<file path="src/rtl/lft_pkg.sv">
package lft_pkg;

  typedef enum logic [2:0] {
    ST_IDLE,
    ST_FILL,
    ST_VERIFY,
    ST_DRAIN,
    ST_DONE
  } tstate_t;

  // strobes from control to datapath
  typedef struct packed {
    logic clrSeed;
    logic nextSeed;
    logic loadSeed;
    logic stepLfsr;
    logic clrAddr;
    logic incAddr;
    logic issueWrite;
    logic issueRead;
    logic captureFail;
    logic clrFail;
  } strobe_t;

endpackage

</file>
<file path="src/rtl/lft_datapath.sv">
module lft_datapath
  import lft_pkg::*;
#(
  parameter int unsigned ADDR_W    = 10,
  parameter int unsigned DATA_W    = 16,
  parameter int unsigned BASE_ADDR = 0,
  parameter int unsigned LAST_ADDR = 1023,
  parameter int unsigned NUM_SEEDS = 4,
  parameter logic [NUM_SEEDS*DATA_W-1:0] SEED_LIST = 64'h5EED_ACE1_B00F_0001,
  parameter logic [DATA_W-1:0] TAP_MASK  = 16'hB400,
  parameter logic [DATA_W-1:0] ZERO_SEED = 16'h0001,
  localparam int unsigned SIDX_W = (NUM_SEEDS > 1) ? $clog2(NUM_SEEDS) : 1
) (
  input  logic              clk,
  input  logic              rstN,
  input  strobe_t           strb,
  input  logic [DATA_W-1:0] memRdata,
  output logic              addrAtLast,
  output logic              seedAtLast,
  output logic              mismatch,
  output logic              memEn,
  output logic              memWe,
  output logic [ADDR_W-1:0] memAddr,
  output logic [DATA_W-1:0] memWdata,
  output logic [ADDR_W-1:0] failAddr,
  output logic [SIDX_W-1:0] failSeed,
  output logic [DATA_W-1:0] failExp,
  output logic [DATA_W-1:0] failObs
);

  localparam logic [ADDR_W-1:0] BASE_A  = ADDR_W'(BASE_ADDR);
  localparam logic [ADDR_W-1:0] LAST_A  = ADDR_W'(LAST_ADDR);
  localparam logic [SIDX_W-1:0] LAST_SI = SIDX_W'(NUM_SEEDS - 1);

  // seed table with zero entries substituted
  logic [DATA_W-1:0] seedTab [NUM_SEEDS];
  for (genvar g = 0; g < NUM_SEEDS; g++) begin : g_seed
    localparam logic [DATA_W-1:0] RAW = SEED_LIST[g*DATA_W +: DATA_W];
    assign seedTab[g] = (RAW == '0) ? ZERO_SEED : RAW;
  end

  logic [DATA_W-1:0] lfsr;
  logic [DATA_W-1:0] lfsrNext;
  logic [ADDR_W-1:0] addr;
  logic [SIDX_W-1:0] seedIdx;
  logic [SIDX_W-1:0] seedIdxNxt;
  logic              pendValid;
  logic [ADDR_W-1:0] pendAddr;
  logic [DATA_W-1:0] pendExp;

  // Galois step, right-shifting form
  assign lfsrNext = {1'b0, lfsr[DATA_W-1:1]} ^ (lfsr[0] ? TAP_MASK : '0);

  always_comb begin
    seedIdxNxt = seedIdx;
    if (strb.clrSeed)       seedIdxNxt = '0;
    else if (strb.nextSeed) seedIdxNxt = seedIdx + 1'b1;
  end

  always_ff @(posedge clk or negedge rstN) begin
    if (!rstN) begin
      lfsr    <= '0;
      seedIdx <= '0;
      addr    <= BASE_A;
    end else begin
      seedIdx <= seedIdxNxt;
      if (strb.loadSeed)      lfsr <= seedTab[seedIdxNxt];
      else if (strb.stepLfsr) lfsr <= lfsrNext;
      if (strb.clrAddr)       addr <= BASE_A;
      else if (strb.incAddr)  addr <= addr + 1'b1;
    end
  end

  // expected-word pipeline matching the one-cycle read latency
  always_ff @(posedge clk or negedge rstN) begin
    if (!rstN) begin
      pendValid <= 1'b0;
      pendAddr  <= '0;
      pendExp   <= '0;
    end else begin
      pendValid <= strb.issueRead;
      if (strb.issueRead) begin
        pendAddr <= addr;
        pendExp  <= lfsr;
      end
    end
  end

  always_ff @(posedge clk or negedge rstN) begin
    if (!rstN) begin
      failAddr <= '0;
      failSeed <= '0;
      failExp  <= '0;
      failObs  <= '0;
    end else if (strb.captureFail) begin
      failAddr <= pendAddr;
      failSeed <= seedIdx;
      failExp  <= pendExp;
      failObs  <= memRdata;
    end else if (strb.clrFail) begin
      failAddr <= '0;
      failSeed <= '0;
      failExp  <= '0;
      failObs  <= '0;
    end
  end

  assign mismatch   = pendValid && (memRdata != pendExp);
  assign addrAtLast = (addr == LAST_A);
  assign seedAtLast = (seedIdx == LAST_SI);

  assign memEn    = strb.issueWrite | strb.issueRead;
  assign memWe    = strb.issueWrite;
  assign memAddr  = addr;
  assign memWdata = lfsr;

endmodule

</file>
<file path="src/rtl/lft_ctrl.sv">
module lft_ctrl
  import lft_pkg::*;
(
  input  logic    clk,
  input  logic    rstN,
  input  logic    start,
  input  logic    addrAtLast,
  input  logic    seedAtLast,
  input  logic    mismatch,
  output strobe_t strb,
  output logic    busy,
  output logic    done,
  output logic    pass,
  output logic    fail
);

  tstate_t state;
  tstate_t stateNxt;
  logic    passR;
  logic    failR;
  logic    setPass;

  always_comb begin
    stateNxt = state;
    strb     = '0;
    setPass  = 1'b0;
    case (state)
      ST_IDLE, ST_DONE: begin
        if (start) begin
          strb.clrSeed  = 1'b1;
          strb.loadSeed = 1'b1;
          strb.clrAddr  = 1'b1;
          strb.clrFail  = 1'b1;
          stateNxt      = ST_FILL;
        end
      end
      ST_FILL: begin
        strb.issueWrite = 1'b1;
        if (addrAtLast) begin
          strb.loadSeed = 1'b1;
          strb.clrAddr  = 1'b1;
          stateNxt      = ST_VERIFY;
        end else begin
          strb.stepLfsr = 1'b1;
          strb.incAddr  = 1'b1;
        end
      end
      ST_VERIFY: begin
        if (mismatch) begin
          strb.captureFail = 1'b1;
          stateNxt         = ST_DONE;
        end else begin
          strb.issueRead = 1'b1;
          strb.stepLfsr  = 1'b1;
          if (addrAtLast) stateNxt = ST_DRAIN;
          else            strb.incAddr = 1'b1;
        end
      end
      ST_DRAIN: begin
        if (mismatch) begin
          strb.captureFail = 1'b1;
          stateNxt         = ST_DONE;
        end else if (seedAtLast) begin
          setPass  = 1'b1;
          stateNxt = ST_DONE;
        end else begin
          strb.nextSeed = 1'b1;
          strb.loadSeed = 1'b1;
          strb.clrAddr  = 1'b1;
          stateNxt      = ST_FILL;
        end
      end
      default: stateNxt = ST_IDLE;
    endcase
  end

  always_ff @(posedge clk or negedge rstN) begin
    if (!rstN) begin
      state <= ST_IDLE;
      passR <= 1'b0;
      failR <= 1'b0;
    end else begin
      state <= stateNxt;
      if (strb.clrFail) begin
        passR <= 1'b0;
        failR <= 1'b0;
      end else begin
        if (strb.captureFail) failR <= 1'b1;
        if (setPass)          passR <= 1'b1;
      end
    end
  end

  assign busy = (state == ST_FILL) || (state == ST_VERIFY) || (state == ST_DRAIN);
  assign done = (state == ST_DONE);
  assign pass = passR;
  assign fail = failR;

endmodule

</file>
<file path="src/rtl/lfsr_fill_tester.sv">
module lfsr_fill_tester
  import lft_pkg::*;
#(
  parameter int unsigned ADDR_W    = 10,
  parameter int unsigned DATA_W    = 16,
  parameter int unsigned BASE_ADDR = 0,
  parameter int unsigned LAST_ADDR = 1023,
  parameter int unsigned NUM_SEEDS = 4,
  parameter logic [NUM_SEEDS*DATA_W-1:0] SEED_LIST = 64'h5EED_ACE1_B00F_0001,
  parameter logic [DATA_W-1:0] TAP_MASK  = 16'hB400,
  parameter logic [DATA_W-1:0] ZERO_SEED = 16'h0001,
  localparam int unsigned SIDX_W = (NUM_SEEDS > 1) ? $clog2(NUM_SEEDS) : 1
) (
  input  logic              clk,
  input  logic              rstN,
  input  logic              start,
  output logic              busy,
  output logic              done,
  output logic              pass,
  output logic              fail,
  output logic [ADDR_W-1:0] failAddr,
  output logic [SIDX_W-1:0] failSeed,
  output logic [DATA_W-1:0] failExp,
  output logic [DATA_W-1:0] failObs,
  output logic              memEn,
  output logic              memWe,
  output logic [ADDR_W-1:0] memAddr,
  output logic [DATA_W-1:0] memWdata,
  input  logic [DATA_W-1:0] memRdata
);

  strobe_t strb;
  logic    addrAtLast;
  logic    seedAtLast;
  logic    mismatch;

  lft_ctrl u_ctrl (
    .clk        (clk),
    .rstN       (rstN),
    .start      (start),
    .addrAtLast (addrAtLast),
    .seedAtLast (seedAtLast),
    .mismatch   (mismatch),
    .strb       (strb),
    .busy       (busy),
    .done       (done),
    .pass       (pass),
    .fail       (fail)
  );

  lft_datapath #(
    .ADDR_W    (ADDR_W),
    .DATA_W    (DATA_W),
    .BASE_ADDR (BASE_ADDR),
    .LAST_ADDR (LAST_ADDR),
    .NUM_SEEDS (NUM_SEEDS),
    .SEED_LIST (SEED_LIST),
    .TAP_MASK  (TAP_MASK),
    .ZERO_SEED (ZERO_SEED)
  ) u_dp (
    .clk        (clk),
    .rstN       (rstN),
    .strb       (strb),
    .memRdata   (memRdata),
    .addrAtLast (addrAtLast),
    .seedAtLast (seedAtLast),
    .mismatch   (mismatch),
    .memEn      (memEn),
    .memWe      (memWe),
    .memAddr    (memAddr),
    .memWdata   (memWdata),
    .failAddr   (failAddr),
    .failSeed   (failSeed),
    .failExp    (failExp),
    .failObs    (failObs)
  );

endmodule

</file>
<file path="config.mk">
export PLATFORM = sky130hd
export DESIGN_NAME = lfsr_fill_tester
export DESIGN_NICKNAME = d
export VERILOG_FILES = /design/src/rtl/lft_pkg.sv /design/src/rtl/lft_datapath.sv /design/src/rtl/lft_ctrl.sv /design/src/rtl/lfsr_fill_tester.sv
export SDC_FILE = /design/constraint.sdc
export NUM_CORES = 1
export LEC_CHECK = 0
export BUFFER_PORTS_ARGS = -buffer_cell sky130_fd_sc_hd__buf_2
export CORE_MARGIN = 5
export CORE_UTILIZATION = 45
export CTS_CLUSTER_SIZE = 24
export DETAILED_ROUTE_END_ITERATION = 8
export PLACE_DENSITY_LB_ADDON = 0.15
export SYNTH_ARGS = -nofsm -noshare
export SYNTH_HDL_FRONTEND = slang
export SYNTH_SLANG_ARGS = --single-unit
</file>
<file path="constraint.sdc">
create_clock -name clk -period 2.7 [get_ports clk]
set_input_delay 0.54 -clock clk [delete_from_list [all_inputs] [get_ports clk]]
set_output_delay 0.54 -clock clk [all_outputs]
set_load 0.05 [all_outputs]
</file>
Word-level counts from Yosys, hierarchy flattened
Index checks and enable logic that the tools add are counted.
{"block": "word_totals", "register_bits": 104, "word_cells": 90}
{"block": "op_classes", "n_reduce_logical": 11, "bitwise_logic": 3, "eq_ne": 10, "magnitude_cmp": 1, "addsub": 2, "mux": 50}
{"operator": "$mux W16", "n": 8}
{"operator": "$mux W10", "n": 4}
{"operator": "$bmux W16 S2", "n": 1}
{"operator": "$mux W1", "n": 20}
{"operator": "$mux W3", "n": 6}
{"operator": "$ne A16 B16 Y1", "n": 1}
{"operator": "$xor A15 B16 Y16", "n": 1}
{"operator": "$mux W2", "n": 6}
{"operator": "$pmux W3 S4", "n": 1}
{"operator": "$add A10 B1 Y10 const B", "n": 1}
{"operator": "$eq A10 B10 Y1 const B", "n": 1}
{"operator": "$reduce_bool A2 Y1", "n": 4}
{"operator": "$eq A3 B2 Y1 const B", "n": 2}
{"operator": "$pmux W1 S3", "n": 2}
{"operator": "$ne A2 B2 Y1 const B", "n": 2}
{"operator": "$pmux W1 S2", "n": 2}
{"operator": "$reduce_or A2 Y1", "n": 2}
{"operator": "$eq A3 B1 Y1 const B", "n": 1}
{"operator": "$eq A3 B3 Y1 const B", "n": 1}
{"operator": "$ge A3 B3 Y1 const B", "n": 1}
{"operator": "$logic_not A3 Y1", "n": 1}
{"operator": "$ne A3 B3 Y1 const B", "n": 1}
{"operator": "$not A2 Y3", "n": 1}
{"operator": "$reduce_and A3 Y1", "n": 1}
{"operator": "other kinds (5)", "n": 6}

Logic depth before layout (Yosys ltp)
Gate-level depths: netlist of run 1.
{"block": "logic_depth", "word_depth": 11, "ltp_mapped": 9, "mapped_depth_nobuf": 9}

Modules after synthesis
A second synthesis of run 1 with hierarchy kept.
{"block": "unflattened", "cells_unflattened": 342, "area_unflattened_um2": 4420.5}
{"module": "lft_datapath", "seq_area_each_um2": 2477.4, "instances": 1, "cells_each": 303, "area_per_inst_um2": 4085.2}
{"module": "lft_ctrl", "seq_area_each_um2": 125.1, "instances": 1, "cells_each": 39, "area_per_inst_um2": 335.3}

Worst setup path after synthesis of run 1
Ideal clock, no wire load.
{"block": "synth_path", "path_kind": "input to output", "from": "in memRdata[15]", "to": "out memEn", "arrival_ns": 2.175, "path_slack_ns": -0.015, "path_stages": 6, "path_cell_list": "xnor2_1 nand4_1 o41ai_4 nand2_2 clkbuf_1 nand2_1"}
{"block": "synth_via", "elab_chain_cells": 5}
{"item": "start: declaration", "line": "lfsr_fill_tester.sv:29", "rtl": "input logic [DATA_W-1:0] memRdata"}
{"item": "$ne A16 B16 Y1", "line": "lft_datapath.sv:108", "rtl": "assign mismatch = pendValid && (memRdata != pendExp);"}
{"item": "$logic_and A1 B1 Y1", "line": "lft_datapath.sv:108"}
{"item": "$mux W1", "line": "lft_ctrl.sv:49", "rtl": "if (mismatch) begin"}
{"item": "$mux W1", "line": "lft_ctrl.sv:27", "rtl": "case (state)"}
{"item": "$or A1 B1 Y1", "line": "lft_datapath.sv:112", "rtl": "assign memEn = strb.issueWrite | strb.issueRead;"}
{"item": "end: declaration", "line": "lfsr_fill_tester.sv:25", "rtl": "output logic memEn,"}
No other way between the ends.

Worst setup path in the final report of run 1
{"block": "layout_path", "from": "reg u_dp.pendExp[15]", "to": "out memEn"}
{"block": "layout_via", "elab_chain_cells": 5}
{"item": "start: declaration", "line": "lft_datapath.sv:49", "rtl": "logic [DATA_W-1:0] pendExp;"}
{"item": "start signal: assignment", "line": "lft_datapath.sv:84", "rtl": "pendExp <= lfsr;"}
{"item": "$ne A16 B16 Y1", "line": "lft_datapath.sv:108"}
{"item": "$logic_and A1 B1 Y1", "line": "lft_datapath.sv:108"}
{"item": "$mux W1", "line": "lft_ctrl.sv:49"}
{"item": "$mux W1", "line": "lft_ctrl.sv:27"}
{"item": "$or A1 B1 Y1", "line": "lft_datapath.sv:112"}
No other way between the ends.

==> tab_implementation.tex, run 1 <==
\begin{tabular}{lr}
\hline
Metric & Value \\
\hline
\multicolumn{2}{l}{\textbf{STA}} \\
Transition time at the pin with the least slew margin & 0.658 ns \\
Max Freq & 379 MHz \\
Worst slew margin & 55.9\% \\
Count of final max-slew check failures & 0 \\
Minimum clock period after layout & 2.64 ns \\
Number of hold violations in the final report & 0 \\
Finish-stage setup viols & 0 \\
Unrepaired setup endpoints after global routing & true \\
Post-Route Skew & 0.00863 ns \\
Crit path setup slack, layout & 0.0623 ns \\
Period utilisation layout & 97.7\% \\
\multicolumn{2}{l}{\textbf{Clocking}} \\
Clock sinks & 104 \\
H-tree level count & 3 \\
CTS Buf Count & 9 \\
CTS tree & done \\
Clock latency on the worst-skew pair & 0.37 ns \\
CTS clk-pin slew, worst paths & 0.09 ns \\
Largest buffer count on any clock path & 2 \\
Clock root cell & sky130\_fd\_sc\_hd\_\_clkbuf\_8 \\
\multicolumn{2}{l}{\textbf{Logic synthesis}} \\
Warning count from the yosys run & 0 \\
Share of the synthesized area in compound gates (AO/OA/AOI/OAI) & 15.1\% \\
Largest family of logic cells by synthesized area & compound AO/OA/AOI/OAI gates \\
Dominant register cell in the synthesized netlist & sky130\_fd\_sc\_hd\_\_dfrtp\_1 \\
Mapped Nets & 469 \\
Number of unique standard cell types used by synthesis & 49 \\
Area share of the largest cell type after synthesis & 56.4\% \\
Cell area after synthesis & 4610 µm² \\
Cells after synthesis & 446 \\
Number of enable flip-flop cells after synthesis & 0 \\
Library cell occupying the most area in the post-synthesis netlist & sky130\_fd\_sc\_hd\_\_dfrtp\_1 \\
Part of the Yosys area used for sequential elements & 56.4\% \\
Most numerous cell in the Yosys netlist & sky130\_fd\_sc\_hd\_\_dfrtp\_1 \\
Cell types with the highest counts after synthesis & sky130\_fd\_sc\_hd\_\_dfrtp\_1, sky130\_fd\_sc\_hd\_\_nand2\_1, sky130\_fd\_sc\_hd\_\_o21ai\_0, sky130\_fd\_sc\_hd\_\_mux2\_2, sky130\_fd\_sc\_hd\_\_xnor2\_1 \\
Synth Register Bits & 104 \\
Synthesized-area fraction occupied by xor and xnor cells & 3.80\% \\
Top cells by area, synth & sky130\_fd\_sc\_hd\_\_dfrtp\_1, sky130\_fd\_sc\_hd\_\_nand2\_1, sky130\_fd\_sc\_hd\_\_o21ai\_0 \\
Basic-gate share of the synthesized area counting and, or, nand and nor cells & 14.7\% \\
Async set-or-reset flop fraction in the synthesized netlist & 100\% \\
Share of cell area taken by muxes after synthesis & 6.27\% \\
Adder and majority cell fraction of the synthesized area & 1.09\% \\
Per-instance average area after synthesis & 10.3 µm² \\
\multicolumn{2}{l}{\textbf{Worst setup path}} \\
Kind of end point of the critical path & output pin \\
Crit path launch type & flop \\
Worst Path Max Fanout & 3 \\
Data required time of the critical path & 2.16 ns \\
Kind of critical path & reg2out \\
Data arrival, critical path & 2.10 ns \\
\multicolumn{2}{l}{\textbf{Status}} \\
Outcome & finished clean \\
\multicolumn{2}{l}{\textbf{Floorplan}} \\
Die height & 111 µm \\
Row cnt & 37 \\
Die area & 12400 µm² \\
Width of the die & 111 µm \\
Initial core utilization & 45.5\% \\
Core outline area & 10100 µm² \\
Boundary pin count & 95 \\
\multicolumn{2}{l}{\textbf{Route}} \\
DRC violations left & 0 \\
Vias per std cell & 5.25 \\
Remaining number of nets flagged by the antenna check after routing & 0 \\
Routed vias & 3611 \\
Detailed-route wire length & 11500 µm \\
WL per Instance & 16.8 µm \\
Drt first pass iters & 7 \\
Iter 0 DRT Violations & 245 \\
\multicolumn{2}{l}{\textbf{Place}} \\
Hpwl dp & 8310 µm \\
Placer's final routability congestion estimate & 0.821 \\
Number of buffers added on ports & 94 \\
Placed Cells & 671 \\
Pre-CTS setup slack & -0.269 ns \\
\multicolumn{2}{l}{\textbf{Global routing}} \\
Via count of the first global-routing pass & 3636 \\
Largest net degree at the start of global routing & 54 \\
Total track usage & 19.0\% \\
Wire length of the first global-routing pass & 19000 µm \\
Remaining global-route overflow & 0 \\
Antenna violations before repair & 0 \\
\multicolumn{2}{l}{\textbf{Power}} \\
Reported leakage power & 2.71 nW \\
Worst IR drop on VDD & 0.000344 V \\
P per Cell Area & 767 nW/µm² \\
\multicolumn{2}{l}{\textbf{Min path}} \\
Hold Crit Class & in2async \\
\multicolumn{2}{l}{\textbf{Layout}} \\
Inserted Diodes & 0 \\
Non-filler instance count after layout & 688 \\
Total area of multi-input combinational cells & 1920 µm² \\
Net count, final & 570 \\
Post-route core utilization & 55.0\% \\
Area growth, synth to finish & 20.9\% \\
Register area & 2600 µm² \\
Fillers & 935 \\
Layout cells sized above 1 & 29.3\% \\
\multicolumn{2}{l}{\textbf{Run}} \\
\# Max-Cap Violations & 0 \\
\hline
\end{tabular}
cell type report:
class                   count  area share [%]
inverters                   8           0.538
repair buffers            111            11.8
flip-flops and latches    104            46.7
clock inverters             3           0.718
clock buffers              13            2.85
multi-input cells         313            34.4
well taps                 136            3.05
worst paths after layout:
kind	start	to	slack, ns	cells past startpoint
max	u_dp.pendExp[15]	memEn	0.06	7
min	rstN	u_dp.failObs[13]	0.05	1
max reg2reg	u_dp.pendExp[15]	u_dp.memWdata[15]	0.09	8
min reg2reg	u_dp.pendAddr[2]	u_dp.pendAddr[2]	0.48	2
max in group asynchronous	rstN	u_dp.memWdata[12]	1.97	2
min in group clk	start	u_ctrl.state[2]	0.39	2
sequential cells by signal, summed over array words and instances (netlist names):
signal	cells
u_dp.failExp	16
u_dp.failObs	16
u_dp.memWdata	16
u_dp.pendExp	16
u_dp.failAddr	10
u_dp.memAddr	10
u_dp.pendAddr	10
u_ctrl.state	3
u_dp.failSeed	2
u_dp.seedIdx	2
u_ctrl.fail	1
u_ctrl.pass	1
u_dp.pendValid	1
cells in the final DEF (no fill, tap or decap), types with 8 or more instances in the layout:
cell type	Yosys	routed
sky130_fd_sc_hd__clkbuf_8	0	11
sky130_fd_sc_hd__buf_2	4	92
sky130_fd_sc_hd__inv_1	8	8
sky130_fd_sc_hd__buf_4	1	14
sky130_fd_sc_hd__xnor2_1	17	16
sky130_fd_sc_hd__a21oi_1	14	13
sky130_fd_sc_hd__o21ai_0	57	57
sky130_fd_sc_hd__nand3_1	10	10
sky130_fd_sc_hd__mux2_2	23	23
sky130_fd_sc_hd__nand2_1	101	100
sky130_fd_sc_hd__dfrtp_1	104	104
sky130_fd_sc_hd__nor2_1	16	16
per-stage QoR:
stage	hold WS, ns	setup TNS, ns	power, mW	area [µm²]
floorplan	0.244	0	2.89	4610
global placement	0.456	-1.45	3.30	5350
detailed placement	0.455	-1.50	3.32	5350
CTS	0.0433	0	4.31	5550
global route	0.0545	-0.107	4.48	5580
finish	0.0545	0	4.28	5580
layer usage:
metal,global-route usage [%],up-vias,share of wire (%),wire [µm]
met2,28.1,83,44,5130
met3,3.66,20,4.4,507
li1,-,1749,-,-
met4,7.87,0,2.5,293
met5,0,-,0,0
met1,27.5,1759,49,5620
worst max-delay path: stages (launching register included):
cell	delay [ns]
sky130_fd_sc_hd__dfrtp_1	0.44
sky130_fd_sc_hd__xnor2_2	0.23
sky130_fd_sc_hd__nand4_1	0.21
sky130_fd_sc_hd__buf_4	0.19
sky130_fd_sc_hd__o41ai_4	0.32
sky130_fd_sc_hd__nand2_2	0.10
sky130_fd_sc_hd__nand2_2	0.09
sky130_fd_sc_hd__buf_6	0.16
where the power goes:
group          total [mW]  switching (mW)  internal (mW)
combinational        1.31           0.960          0.354
sequential           1.97           0.249           1.72
clock               0.987           0.509          0.478
total                4.28            1.72           2.56
timing repair:
action / in CTS / in global routing
hold buffers: 0 / 0
setup buffers: 0 / 1
setup endpoints to repair: 4 / 4
pin swaps: 2 / 5
gates resized for setup: 2 / 4
kinds of logic after synthesis:
logic type,Yosys count
AO/OA/AOI/OAI,107
XOR/XNOR,20
adder cells (fa/ha/maj),4
buffers and inverters,29
flip-flops,104
multiplexers,26
AND/OR/NAND/NOR,156
Power figures use the tool's default switching activity.
==> run 2, diff against run 1 <==
Settings changed: CTS_BUF_LIST set to sky130_fd_sc_hd__clkbuf_16.
Clock period 2.7 ns to 3.4 ns, I/O delays scaled along.
==> tab_implementation.tex, run 2 (synthesis results as in run 1) <==
\begin{tabular}{lr}
\hline
Metric & Value \\
\hline
\multicolumn{2}{l}{\textbf{Status}} \\
Outcome & finished clean \\
\multicolumn{2}{l}{\textbf{Floorplan}} \\
Row cnt & 37 \\
Die area & 12400 µm² \\
Initial core utilization & 45.5\% \\
Die height & 111 µm \\
Width of the die & 111 µm \\
Core outline area & 10100 µm² \\
Boundary pin count & 95 \\
\multicolumn{2}{l}{\textbf{Route}} \\
Drt first pass iters & 4 \\
Vias per std cell & 5.28 \\
Remaining number of nets flagged by the antenna check after routing & 0 \\
Detailed-route wire length & 11300 µm \\
Iter 0 DRT Violations & 206 \\
Routed vias & 3591 \\
DRC violations left & 0 \\
WL per Instance & 16.6 µm \\
\multicolumn{2}{l}{\textbf{STA}} \\
Unrepaired setup endpoints after global routing & false \\
Transition time at the pin with the least slew margin & 0.891 ns \\
Number of hold violations in the final report & 0 \\
Worst slew margin & 40.6\% \\
Crit path setup slack, layout & 0.386 ns \\
Finish-stage setup viols & 0 \\
Minimum clock period after layout & 3.01 ns \\
Max Freq & 332 MHz \\
Post-Route Skew & 0.00962 ns \\
Period utilisation layout & 88.6\% \\
TNS Setup & 0 ns \\
Count of final max-slew check failures & 0 \\
\multicolumn{2}{l}{\textbf{Worst setup path}} \\
Kind of critical path & in2out \\
Critical path cell sequence & buf\_2 > xnor2\_1 > nand4\_1 > o41ai\_4 > nand2\_2 > nand2\_1 > buf\_2 \\
Kind of cell with the highest combined delay on the critical path & compound AO/OA/AOI/OAI gates \\
Kind of end point of the critical path & output pin \\
Critical path's largest stage delay & 0.53 ns \\
CP most frequent cell & sky130\_fd\_sc\_hd\_\_buf\_2 \\
Worst Path Max Fanout & 3 \\
Data arrival, critical path & 2.33 ns \\
Data required time of the critical path & 2.72 ns \\
Start point of the critical path & memRdata[15] \\
Critical-path top delay cell & sky130\_fd\_sc\_hd\_\_o41ai\_4 \\
WP buf/inv & 2 \\
Crit path launch type & primary input \\
Startpoint of the lowest-slack register-to-register path & u\_dp.pendExp[15] \\
\multicolumn{2}{l}{\textbf{Power}} \\
Sequential Power Share & 42.9\% \\
Worst IR drop on VDD & 0.000314 V \\
Net Switching & 1.43 mW \\
Switching portion of total power & 39.1\% \\
Clock share of power & 28.8\% \\
Cell internal pwr & 2.22 mW \\
P per Cell Area & 657 nW/µm² \\
Reported leakage power & 2.69 nW \\
Combinational share of power & 28.2\% \\
\multicolumn{2}{l}{\textbf{Layout}} \\
Most used cells in the layout excluding fill and tap cells & sky130\_fd\_sc\_hd\_\_dfrtp\_1, sky130\_fd\_sc\_hd\_\_nand2\_1, sky130\_fd\_sc\_hd\_\_buf\_2 \\
Most common cell after layout, fill and taps aside & sky130\_fd\_sc\_hd\_\_dfrtp\_1 \\
Net count, final & 562 \\
Inserted Diodes & 0 \\
Fillers & 918 \\
Layout cells sized above 1 & 27.6\% \\
Area growth, synth to finish & 20.5\% \\
\multicolumn{2}{l}{\textbf{Global routing}} \\
Wire length of the first global-routing pass & 18800 µm \\
Largest net degree at the start of global routing & 80 \\
Via count of the first global-routing pass & 3490 \\
Antenna violations before repair & 0 \\
Total track usage & 18.7\% \\
Remaining global-route overflow & 0 \\
\multicolumn{2}{l}{\textbf{Clocking}} \\
CTS clk-pin slew, worst paths & 0.08 ns \\
Clock latency on the worst-skew pair & 0.34 ns \\
Largest buffer count on any clock path & 2 \\
Clock root cell & sky130\_fd\_sc\_hd\_\_clkbuf\_16 \\
CTS Buf Count & 9 \\
Post-cts gate resize count & 0 \\
H-tree level count & 3 \\
Total setup buffers inserted after CTS & 0 \\
CTS tree & done \\
CTS Hold Bufs & 0 \\
Clock sinks & 104 \\
\multicolumn{2}{l}{\textbf{Min path}} \\
Hold Crit Class & in2async \\
\multicolumn{2}{l}{\textbf{Place}} \\
Placer's final routability congestion estimate & 0.883 \\
Pre-CTS setup slack & 0.138 ns \\
Number of buffers added on ports & 94 \\
Hpwl dp & 8070 µm \\
\multicolumn{2}{l}{\textbf{Run}} \\
\# Max-Cap Violations & 0 \\
\hline
\end{tabular}
run 2: cell count changes in the layout (fill, tap and decap cells not counted), sizes merged:
| cell | change |
|---|---|
| buf | -8 |
| clkinvlp | +1 |
| clkinv | +1 |
| inv | +2 |
| clkbuf | -4 |
run 2: cell type report:
class	count	area (µm²)	share of cell area, %
Timing Repair Buffer	103	553	9.95
Clock inverter	7	78.8	1.42
Multi-Input combinational cell	313	1900	34.1
Sequential cell	104	2600	46.8
Clock buffer	9	225	4.05
Tap cell	136	170	3.06
Inverter	8	30.0	0.540
run 2: per-stage QoR:
stage                     hold slack, ns  utilization (%)  cell area (µm²)  std cells  total power, mW
after detailed placement           0.463             51.8             5250        664             2.63
after global placement             0.458             51.8             5250        664             2.62
after global routing               0.504             54.8             5560        680             3.82
final                              0.462             54.8             5560        680             3.65
after floorplan                    0.384                -             4610        446             2.30
after CTS                          0.469             54.8             5560        680             3.69
run 2: worst reg2reg max path, stage by stage (launching register included):
cell and delay, ns:
sky130_fd_sc_hd__dfrtp_1 0.41, sky130_fd_sc_hd__xnor2_1 0.32, sky130_fd_sc_hd__nand4_1 0.28, sky130_fd_sc_hd__o41a_1 0.63
sky130_fd_sc_hd__or3_1 0.39, sky130_fd_sc_hd__a21oi_1 0.26, sky130_fd_sc_hd__ha_1 0.21, sky130_fd_sc_hd__nor2_1 0.05
sky130_fd_sc_hd__a221o_1 0.25
run 2: final timing paths:
kind / end / slack (ns) / cells after the start
max: memEn / 0.39 / 7
min: u_dp.failAddr[9] / 0.46 / 1
max reg2reg: u_dp.memWdata[15] / 0.49 / 8
min reg2reg: u_dp.failAddr[5] / 0.47 / 2
max in group asynchronous: u_dp.pendAddr[3] / 2.15 / 2
min in group clk: u_dp.failAddr[5] / 0.47 / 2
run 2: power groups by stage:
stage | logic, mW | clock network (mW) | registers, mW
floorplan | 0.321 | 0 | 1.98
global placement | 1.03 | 0 | 1.59
detailed placement | 1.04 | 0 | 1.59
CTS | 1.04 | 1.08 | 1.57
global route | 1.10 | 1.13 | 1.59
finish | 1.03 | 1.05 | 1.57
run 2: layer usage:
layer | track usage (%) | vias up | share of wire (%)
met2 | 28.7 | 70 | 45
li1 | - | 1744 | -
met3 | 3.60 | 7 | 4.1
met1 | 27.4 | 1770 | 50
met4 | 4.95 | 0 | 0.84
met5 | 0 | - | 0
==> run 3, diff against run 2 <==
Settings changed: CORE_UTILIZATION 45 to 50.
==> tab_implementation.tex, run 3 (synthesis results as in run 1) <==
\begin{tabular}{lr}
\hline
Metric & Value \\
\hline
\multicolumn{2}{l}{\textbf{Global routing}} \\
Via count of the first global-routing pass & 3510 \\
Total track usage & 21.0\% \\
Largest net degree at the start of global routing & 59 \\
Antenna violations before repair & 0 \\
Wire length of the first global-routing pass & 18600 µm \\
Remaining global-route overflow & 0 \\
\multicolumn{2}{l}{\textbf{Place}} \\
Placed Cells & 642 \\
Hpwl dp & 8140 µm \\
Placer's final routability congestion estimate & 0.867 \\
Number of buffers added on ports & 94 \\
Standard cell area after detailed placement & 5240 µm² \\
\multicolumn{2}{l}{\textbf{Floorplan}} \\
Width of the die & 106 µm \\
Core outline area & 9110 µm² \\
Boundary pin count & 95 \\
Initial core utilization & 50.6\% \\
Row cnt & 35 \\
Die area & 11200 µm² \\
Die height & 106 µm \\
\multicolumn{2}{l}{\textbf{Clocking}} \\
Clock latency on the worst-skew pair & 0.34 ns \\
Total setup buffers inserted after CTS & 0 \\
CTS tree & done \\
CTS Hold Bufs & 0 \\
Clock sinks & 104 \\
H-tree level count & 3 \\
Largest buffer count on any clock path & 2 \\
CTS Buf Count & 9 \\
CTS clk-pin slew, worst paths & 0.07 ns \\
Clock root cell & sky130\_fd\_sc\_hd\_\_clkbuf\_16 \\
Post-cts gate resize count & 0 \\
\multicolumn{2}{l}{\textbf{Worst setup path}} \\
Critical path's largest stage delay & 0.48 ns \\
Kind of cell with the highest combined delay on the critical path & compound AO/OA/AOI/OAI gates \\
Cell depth of the worst setup path & 7 \\
CP most frequent cell & sky130\_fd\_sc\_hd\_\_buf\_2 \\
Critical path cell sequence & buf\_2 > xnor2\_1 > nand4\_1 > o41ai\_4 > nand2\_2 > nand2\_1 > buf\_2 \\
Worst Path Max Fanout & 3 \\
Crit path launch type & primary input \\
Data arrival, critical path & 2.19 ns \\
Reg-to-reg slack, setup & 0.54 ns \\
Kind of critical path & in2out \\
Number of cell instances on the worst register-to-register path & 9 \\
Startpoint of the lowest-slack register-to-register path & u\_dp.pendExp[3] \\
Data required time of the critical path & 2.72 ns \\
Critical-path top delay cell & sky130\_fd\_sc\_hd\_\_o41ai\_4 \\
WP buf/inv & 2 \\
Capture instance of the worst register-to-register path & u\_dp.memWdata[9] \\
Kind of end point of the critical path & output pin \\
\multicolumn{2}{l}{\textbf{STA}} \\
Minimum clock period after layout & 2.87 ns \\
Finish-stage setup viols & 0 \\
Number of hold violations in the final report & 0 \\
Count of final max-slew check failures & 0 \\
Transition time at the pin with the least slew margin & 0.752 ns \\
Unrepaired setup endpoints after global routing & false \\
Max Freq & 348 MHz \\
Period utilisation layout & 84.6\% \\
Post-Route Skew & 0.00651 ns \\
Worst slew margin & 49.7\% \\
TNS Setup & 0 ns \\
\multicolumn{2}{l}{\textbf{Route}} \\
WL per Instance & 17.3 µm \\
Drt first pass iters & 5 \\
Vias per std cell & 5.65 \\
Routed vias & 3717 \\
DRC violations left & 0 \\
Detailed-route wire length & 11400 µm \\
Remaining number of nets flagged by the antenna check after routing & 0 \\
Iter 0 DRT Violations & 221 \\
\multicolumn{2}{l}{\textbf{Layout}} \\
Area growth, synth to finish & 19.6\% \\
Post-route cell area & 5510 µm² \\
Non-filler instance count after layout & 658 \\
Net count, final & 565 \\
Layout cells sized above 1 & 27.8\% \\
Inserted Diodes & 0 \\
Most common cell after layout, fill and taps aside & sky130\_fd\_sc\_hd\_\_dfrtp\_1 \\
Most used cells in the layout excluding fill and tap cells & sky130\_fd\_sc\_hd\_\_dfrtp\_1, sky130\_fd\_sc\_hd\_\_nand2\_1, sky130\_fd\_sc\_hd\_\_buf\_2 \\
\multicolumn{2}{l}{\textbf{Power}} \\
Sequential Power Share & 44.4\% \\
Combinational share of power & 28.8\% \\
P per Cell Area & 645 nW/µm² \\
Worst IR drop on VDD & 0.000345 V \\
Net Switching & 1.42 mW \\
Switching portion of total power & 39.9\% \\
Cell internal pwr & 2.14 mW \\
Reported leakage power & 2.68 nW \\
Clock share of power & 26.7\% \\
\multicolumn{2}{l}{\textbf{Status}} \\
Outcome & finished clean \\
\multicolumn{2}{l}{\textbf{Min path}} \\
Hold Crit Class & in2async \\
\multicolumn{2}{l}{\textbf{Run}} \\
\# Max-Cap Violations & 0 \\
\hline
\end{tabular}
-- run 3: layer usage --
layer,share of wire (%),up-vias,global-route usage (%)
met5,0,-,0
met4,1.7,0,6.57
met3,4.9,16,3.04
met2,46,128,32.0
met1,48,1826,31.2
li1,-,1747,-
-- run 3: through the flow --
step / power [mW] / hold WS (ns) / utilization [%] / setup slack (ns)
final: 3.56 / 0.390 / 60.5 / 0.525
after global routing: 3.71 / 0.454 / 60.5 / 0.427
after CTS: 3.58 / 0.434 / 60.5 / 0.547
after detailed placement: 2.63 / 0.468 / 57.6 / 0.250
after global placement: 2.61 / 0.457 / 57.6 / 0.319
after floorplan: 2.30 / 0.384 / - / 0.405
-- run 3: worst max-delay path by stage --
stage | startpoint | end | slack (ns)
CTS | u_dp.pendExp[6] | memEn | 0.55
global route | u_dp.pendExp[6] | u_dp.memWdata[9] | 0.43
floorplan | memRdata[15] | memEn | 0.40
global placement | memRdata[3] | u_dp.memWdata[9] | 0.32
detailed placement | memRdata[3] | u_dp.memWdata[9] | 0.25
finish | memRdata[3] | memEn | 0.53
-- run 3: final cells by class --
cell class / instances / area [µm²]
Fill cell: 794 / 3590
Sequential cell: 104 / 2600
Multi-Input combinational cell: 313 / 1900
Timing Repair Buffer: 106 / 576
Clock buffer: 9 / 225
Tap cell: 111 / 139
Clock inverter: 7 / 45.0
Inverter: 8 / 30.0
-- run 3: power groups by stage --
| stage | registers (mW) | logic, mW | clock network (mW) |
|---|---|---|---|
| floorplan | 1.98 | 0.321 | 0 |
| global placement | 1.59 | 1.02 | 0 |
| detailed placement | 1.60 | 1.03 | 0 |
| CTS | 1.58 | 1.04 | 0.963 |
| global route | 1.60 | 1.10 | 1.02 |
| finish | 1.58 | 1.03 | 0.951 |
